===== config.mk =====
export PLATFORM = sky130hd
export DESIGN_NAME = prom_page_reader
export DESIGN_NICKNAME = d
export VERILOG_FILES = /design/src/rtl/prom_pkg.sv /design/src/rtl/prom_ctrl.sv /design/src/rtl/prom_datapath.sv /design/src/rtl/prom_page_reader.sv
export SDC_FILE = /design/constraint.sdc
export NUM_CORES = 1
export LEC_CHECK = 0
export BUFFER_PORTS_ARGS = -buffer_cell sky130_fd_sc_hd__buf_2
export CORE_ASPECT_RATIO = 0.7
export CORE_MARGIN = 2
export CORE_UTILIZATION = 45
export DETAILED_ROUTE_END_ITERATION = 10
export PLACE_DENSITY_LB_ADDON = 0.12
export SLEW_MARGIN = 5
export SYNTH_ARGS = -nofsm -noshare
export SYNTH_HDL_FRONTEND = slang
export SYNTH_SLANG_ARGS = --single-unit

===== constraint.sdc =====
create_clock -name clk -period 2.7 [get_ports clk]
set_input_delay 0.405 -clock clk [delete_from_list [all_inputs] [get_ports clk]]
set_output_delay 0.405 -clock clk [all_outputs]
set_load 0.005 [all_outputs]

===== src/rtl/prom_pkg.sv =====
package prom_pkg;

  typedef enum logic {
    ST_IDLE = 1'b0,
    ST_READ = 1'b1
  } promState_t;

  // strobes from the sequencer to the datapath
  typedef struct packed {
    logic loadAddr;   // take reqAddr into the address register
    logic capture;    // sample memData and pulse rspValid
  } dpCtrl_t;

endpackage


===== src/rtl/prom_ctrl.sv =====
module prom_ctrl
  import prom_pkg::*;
#(
  parameter int ADDR_W = 24,
  parameter int WAIT_W = 4
) (
  input  logic              clk,
  input  logic              rstN,
  input  logic              reqValid,
  input  logic [ADDR_W-1:0] reqAddr,
  input  logic              reqRegion,
  input  logic              cfgPageEn,
  input  logic [1:0]        cfgPageCyc,
  input  logic [1:0]        cfgPageSize,
  input  logic [WAIT_W-1:0] cfgWaitN,
  input  logic [ADDR_W-1:0] curAddr,
  output dpCtrl_t           dpCtrl,
  output logic              busy,
  output logic              reqReady,
  output logic              cfgErr
);

  localparam logic [WAIT_W-1:0] ONE = WAIT_W'(1);
  localparam logic [ADDR_W-1:0] WORD_STEP = ADDR_W'(2);

  promState_t        state;
  logic [WAIT_W-1:0] beatCnt;
  logic [WAIT_W-1:0] beatLen;
  logic [WAIT_W-1:0] burstShort;
  logic [1:0]        burstSize;
  logic              burstPage;

  logic              lastCycle;
  logic              nextSeq;
  logic              samePage;
  logic              canCont;
  logic              startNew;
  logic              contBeat;
  logic [2:0]        pageShift;
  logic [ADDR_W-1:0] pageMask;

  logic              startPage;
  logic [WAIT_W-1:0] shortNew;
  logic [WAIT_W-1:0] minNew;
  logic              tooShort;
  logic [WAIT_W-1:0] clampN;

  // page geometry of the running burst
  always_comb begin
    unique case (burstSize)
      2'b00:   pageShift = 3'd6;
      2'b01:   pageShift = 3'd5;
      2'b10:   pageShift = 3'd4;
      default: pageShift = 3'd3;
    endcase
    pageMask = {ADDR_W{1'b1}} << pageShift;
  end

  assign lastCycle = (state == ST_READ) && (beatCnt == beatLen);
  assign nextSeq   = (reqAddr == curAddr + WORD_STEP);
  assign samePage  = ((reqAddr ^ curAddr) & pageMask) == '0;
  assign canCont   = burstPage && reqRegion && nextSeq && samePage;
  assign reqReady  = (state == ST_IDLE) || (lastCycle && canCont);
  assign startNew  = (state == ST_IDLE) && reqValid;
  assign contBeat  = lastCycle && reqValid && canCont;
  assign busy      = (state == ST_READ);

  assign dpCtrl.loadAddr = reqValid && reqReady;
  assign dpCtrl.capture  = lastCycle;

  // configuration sampled for a new burst
  assign startPage = cfgPageEn && reqRegion;
  assign shortNew  = WAIT_W'(cfgPageCyc) + ONE;
  assign minNew    = startPage ? (shortNew + ONE) : ONE;
  assign tooShort  = cfgWaitN < minNew;
  assign clampN    = tooShort ? minNew : cfgWaitN;

  always_ff @(posedge clk or negedge rstN) begin
    if (!rstN) begin
      state      <= ST_IDLE;
      beatCnt    <= '0;
      beatLen    <= '0;
      burstShort <= ONE;
      burstSize  <= 2'b10;
      burstPage  <= 1'b0;
      cfgErr     <= 1'b0;
    end else if (startNew) begin
      state      <= ST_READ;
      beatCnt    <= ONE;
      beatLen    <= clampN;
      burstShort <= shortNew;
      burstSize  <= cfgPageSize;
      burstPage  <= startPage;
      if (startPage && tooShort) cfgErr <= 1'b1;
    end else if (lastCycle) begin
      if (contBeat) begin
        beatCnt <= ONE;
        beatLen <= burstShort;
      end else begin
        state <= ST_IDLE;
      end
    end else if (state == ST_READ) begin
      beatCnt <= beatCnt + ONE;
    end
  end

  // counter never leaves the window of the current access
  p_cnt_window_r4: assert property (@(posedge clk) disable iff (!rstN)
    (state == ST_READ) |-> (beatCnt >= ONE && beatCnt <= beatLen));

  // a page burst never starts with a first access shorter than short+1
  p_clamp_min_r7: assert property (@(posedge clk) disable iff (!rstN)
    (startNew && startPage) |=> (beatLen > burstShort));

  // error flag never clears once set
  p_err_sticky_r7: assert property (@(posedge clk) disable iff (!rstN)
    cfgErr |=> cfgErr);

  // latched page geometry cannot move while a burst runs
  p_cfg_frozen_r9: assert property (@(posedge clk) disable iff (!rstN)
    (state == ST_READ) |=> ($stable(burstSize) && $stable(burstShort) && $stable(burstPage)));

  // a continued beat lands on the next word of the datapath address
  p_cont_seq_r6: assert property (@(posedge clk) disable iff (!rstN)
    contBeat |=> (curAddr == $past(curAddr) + WORD_STEP));

endmodule


===== src/rtl/prom_datapath.sv =====
module prom_datapath
  import prom_pkg::*;
#(
  parameter int ADDR_W = 24,
  parameter int DATA_W = 16
) (
  input  logic              clk,
  input  logic              rstN,
  input  dpCtrl_t           dpCtrl,
  input  logic [ADDR_W-1:0] reqAddr,
  input  logic [DATA_W-1:0] memData,
  output logic [ADDR_W-1:0] curAddr,
  output logic [DATA_W-1:0] rspData,
  output logic              rspValid
);

  always_ff @(posedge clk or negedge rstN) begin
    if (!rstN) begin
      curAddr  <= '0;
      rspData  <= '0;
      rspValid <= 1'b0;
    end else begin
      if (dpCtrl.loadAddr) curAddr <= reqAddr;
      if (dpCtrl.capture)  rspData <= memData;
      rspValid <= dpCtrl.capture;
    end
  end

  // returned word held between captures
  p_data_hold_r10: assert property (@(posedge clk) disable iff (!rstN)
    !dpCtrl.capture |=> $stable(rspData));

  // address register only moves on a load strobe
  p_addr_hold_r11: assert property (@(posedge clk) disable iff (!rstN)
    !dpCtrl.loadAddr |=> $stable(curAddr));

  // response pulse follows a capture by exactly one clock
  p_valid_after_cap_r10: assert property (@(posedge clk) disable iff (!rstN)
    dpCtrl.capture |=> rspValid);

endmodule


===== src/rtl/prom_page_reader.sv =====
module prom_page_reader
  import prom_pkg::*;
#(
  parameter int ADDR_W = 24,
  parameter int DATA_W = 16,
  parameter int WAIT_W = 4
) (
  input  logic              clk,
  input  logic              rstN,
  input  logic              reqValid,
  input  logic [ADDR_W-1:0] reqAddr,
  input  logic              reqRegion,
  output logic              reqReady,
  output logic              rspValid,
  output logic [DATA_W-1:0] rspData,
  input  logic              cfgPageEn,
  input  logic [1:0]        cfgPageCyc,
  input  logic [1:0]        cfgPageSize,
  input  logic [WAIT_W-1:0] cfgWaitN,
  output logic              cfgErr,
  output logic [ADDR_W-2:0] memAddr,
  output logic              memCsN,
  output logic              memRdN,
  input  logic [DATA_W-1:0] memData
);

  dpCtrl_t           dpCtrl;
  logic              busy;
  logic [ADDR_W-1:0] curAddr;

  prom_ctrl #(.ADDR_W(ADDR_W), .WAIT_W(WAIT_W)) u_ctrl (
    .clk         (clk),
    .rstN        (rstN),
    .reqValid    (reqValid),
    .reqAddr     (reqAddr),
    .reqRegion   (reqRegion),
    .cfgPageEn   (cfgPageEn),
    .cfgPageCyc  (cfgPageCyc),
    .cfgPageSize (cfgPageSize),
    .cfgWaitN    (cfgWaitN),
    .curAddr     (curAddr),
    .dpCtrl      (dpCtrl),
    .busy        (busy),
    .reqReady    (reqReady),
    .cfgErr      (cfgErr)
  );

  prom_datapath #(.ADDR_W(ADDR_W), .DATA_W(DATA_W)) u_dp (
    .clk      (clk),
    .rstN     (rstN),
    .dpCtrl   (dpCtrl),
    .reqAddr  (reqAddr),
    .memData  (memData),
    .curAddr  (curAddr),
    .rspData  (rspData),
    .rspValid (rspValid)
  );

  assign memAddr = curAddr[ADDR_W-1:1];
  assign memCsN  = ~busy;
  assign memRdN  = ~busy;

  // strobes stay low while an access continues into its next cycle
  p_strobe_hold_r8: assert property (@(posedge clk) disable iff (!rstN)
    (!memCsN && !rspValid && $past(!memCsN)) |-> !memRdN);

  // an idle bus always offers to take a request
  p_idle_ready_r12: assert property (@(posedge clk) disable iff (!rstN)
    memCsN |-> reqReady);

endmodule


==> metrics.txt <==
outcome finished, violations left; violated checks negative setup slack; critical path's top delay family simple AND/OR/NAND/NOR gates; dominant cell type by area after synthesis dfrtp_1; post-synthesis sequential area ratio between 30 and 40%; Hold Violations, Final 0; Antenna Cells 0; crit-path max FO 5; Yosys Warn Count 0; vias in the first global route approximately 3800; WS Path Type flop to output pin; vias per cell slightly below 6; Max Fclk approximately 370 MHz; Mapped Cells roughly 450; Util after Layout between 50% and 60%; port bufs between 90 and 100; first-pass GRT wire length between 15000 and 20000 um; power per cell area ~800 nW/um^2; CTS clk-pin slew, worst paths about 0.05 ns; Critical Path Start Type flop; Unique masters post-synth 56; ANT nets after route 0; post-synth top area share 34.2%; Min-Delay Path Class primary input to async pin; EDFF count, synth 0; Post-synth ARST share 100%; Sinks on Clock Net 57; WP data required around 2.3 ns; clk buf depth 2; skew final 0.00499 ns; Yosys reg bits 57; H-Tree Depth 3; # IOs 97; Starting DRT DRC Count 339; # fillers between 800 and 900; clock root cell clkbuf_16; reg-to-reg startpoint u_dp.curAddr[2]; Layout Cells excl Fill roughly 640; Critical Path Source u_dp.curAddr[2]; largest net degree at the start of global routing 38; height of the die ~83 um; Critical Path Sink Type output pin; full die area ~9700 um^2; starting density of the core 47.0%; cell chain of the critical path ha_4 > xnor2_2 > nand4_1 > nor4_2 > and4_1 > nand3_2 > nand2_1 > buf_2; 1st-pass router iterations 8; Post-DP Area 4500 um^2; CTS tree done; Max Cap Violations 0; max-slew violations 0; fin nets ~580; Horiz. Die Dim around 120 um; Worst Path Arrival around 2.3 ns; P_leak just over 2 nW; routability cong. 0.879; fin area 4900 um^2; Crit path largest cell delay ~0.44 ns; Final min period roughly 2.7 ns; Total Routed Length between 10000 and 15000 um; layout cells sized above 1 a little under a third; worst setup margin -0.0119 ns; Synth Area per Inst 9.04 um^2; Max VDD drop between 0.5 and 0.6 mV; CTS Buf Count 9; HPWL Detailed 8100 um; Synth Net Count ~500; drc violations 0; Area growth syn-to-layout 21.5%; Final period util 100%; critical path's slowest cell dfrtp_1; most frequent cells after synthesis dfrtp_1, nand2_1, o21ai_0; setup violators final 1; Post-Place Worst Slack -0.0484 ns; core footprint 8580 um^2; RSZ-0062 raised after global routing yes; slew margin rel. 58.0%; antenna violations before repair 0; ranking of synthesized cells by area dfrtp_1, a222oi_1, or4_1; CTS Hold Bufs 0; Least-Margin Pin Slew 0.629 ns; gr ovfl total 0; FF-to-FF path depth 9; total global-route track usage roughly a quarter; dpl cells ~630; Primary FF master, synth dfrtp_1; total power 0.00391 W; routed vias 3843; CP Buf/Inv Count 1; Worst path depth 8; Mapped Area 4030 um^2; count leader, synth dfrtp_1; Worst-Skew Late Latency ~0.33 ns; Routed wire per std cell about 18 um; # rows 28
## stage by stage
stage / TNS, ns / hold WS (ns)
final: -0.0119 / 0.0825
after global routing: -0.161 / 0.113
after CTS: 0 / 0.0935
after detailed placement: -0.0889 / 0.450
after global placement: 0 / 0.438
after floorplan: 0 / 0.109
## what timing repair did
action | 4_1_cts | 5_1_grt
setup buffers | 0 | 2
setup endpoints to repair | 1 | 1
endpoints found under the hold margin | 0 | 0
pin swaps | 2 | 5
gates resized for setup | 2 | 6
## registers in the layout, indices dropped and copies added, names as in the netlist
signal             cells
u_dp.curAddr          24
u_dp.rspData          16
u_ctrl.beatCnt         4
u_ctrl.beatLen         4
u_ctrl.burstShort      3
u_ctrl.burstSize       2
u_ctrl.burstPage       1
u_ctrl.busy            1
u_ctrl.cfgErr          1
u_dp.rspValid          1
## cell type report
class,instances,area (um^2),share of cell area [%]
Multi-Input combinational cell,324,2310,47.2
Sequential cell,57,1430,29.2
Timing Repair Buffer,115,636,13.0
Clock buffer,10,239,4.88
Tap cell,120,150,3.07
Clock inverter,6,90.1,1.84
Inverter,12,45.0,0.920
## final timing paths
| check | endpoint | slack (ns) |
|---|---|---|
| max | reqReady | -0.01 |
| min | u_dp.curAddr[0] | 0.08 |
| max reg2reg | u_dp.curAddr[1] | 0.12 |
| min reg2reg | u_ctrl.cfgErr | 0.47 |
| max in group asynchronous | u_dp.rspData[9] | 2.00 |
| min in group clk | u_ctrl.burstSize[0] | 0.28 |
## cells in the final DEF (no fill, tap or decap), types with 3 or more instances in the layout
| cell type | synthesis | final |
|---|---|---|
| clkbuf_16 | 0 | 9 |
| inv_1 | 10 | 10 |
| nor2_1 | 9 | 7 |
| a21o_1 | 3 | 3 |
| nand4_1 | 10 | 10 |
| mux2_2 | 16 | 16 |
| buf_4 | 24 | 18 |
| nand2b_1 | 4 | 4 |
| nand3_1 | 33 | 32 |
| nor3_1 | 4 | 3 |
| buf_2 | 6 | 96 |
| dfrtp_1 | 55 | 55 |
| xor2_1 | 8 | 7 |
| nand2_1 | 48 | 48 |
| a21oi_1 | 4 | 4 |
| a222oi_1 | 24 | 24 |
| o311ai_0 | 4 | 4 |
| ha_1 | 10 | 9 |
| and2_1 | 24 | 24 |
| o211ai_1 | 4 | 4 |
| o21a_1 | 3 | 3 |
| or4_1 | 25 | 25 |
| xnor2_1 | 21 | 19 |
| o21ai_0 | 34 | 34 |
## cell families (layout without fill, tap and decap cells)
group / Yosys count / after routing / share of synthesized area [%]
AOI/OAI and AO/OA: 97 / 97 / 18.3
xor gates and xnor gates: 29 / 29 / 6.30
adders and majority gates: 10 / 10 / 3.10
buffers and inverters: 65 / 143 / 8.85
DFF: 57 / 57 / 35.5
muxes: 19 / 19 / 5.28
and+or+nand+nor: 169 / 169 / 22.8
## layer usage
layer	vias to the layer above	share of wire, %	GRT usage (%)
li1	1810	-	-
met1	1855	46	35.5
met4	0	1.0	6.52
met5	-	0	0
met3	13	8.9	7.66
met2	165	44	37.4
## where the power goes
part           switching (W)  total [W]  leakage (nW)  internal, W
Sequential          0.000165    0.00127         0.605      0.00111
Clock               0.000418    0.00125         0.159     0.000835
Combinational       0.000722    0.00138          1.27     0.000659
(Power assumes the default switching activity.)
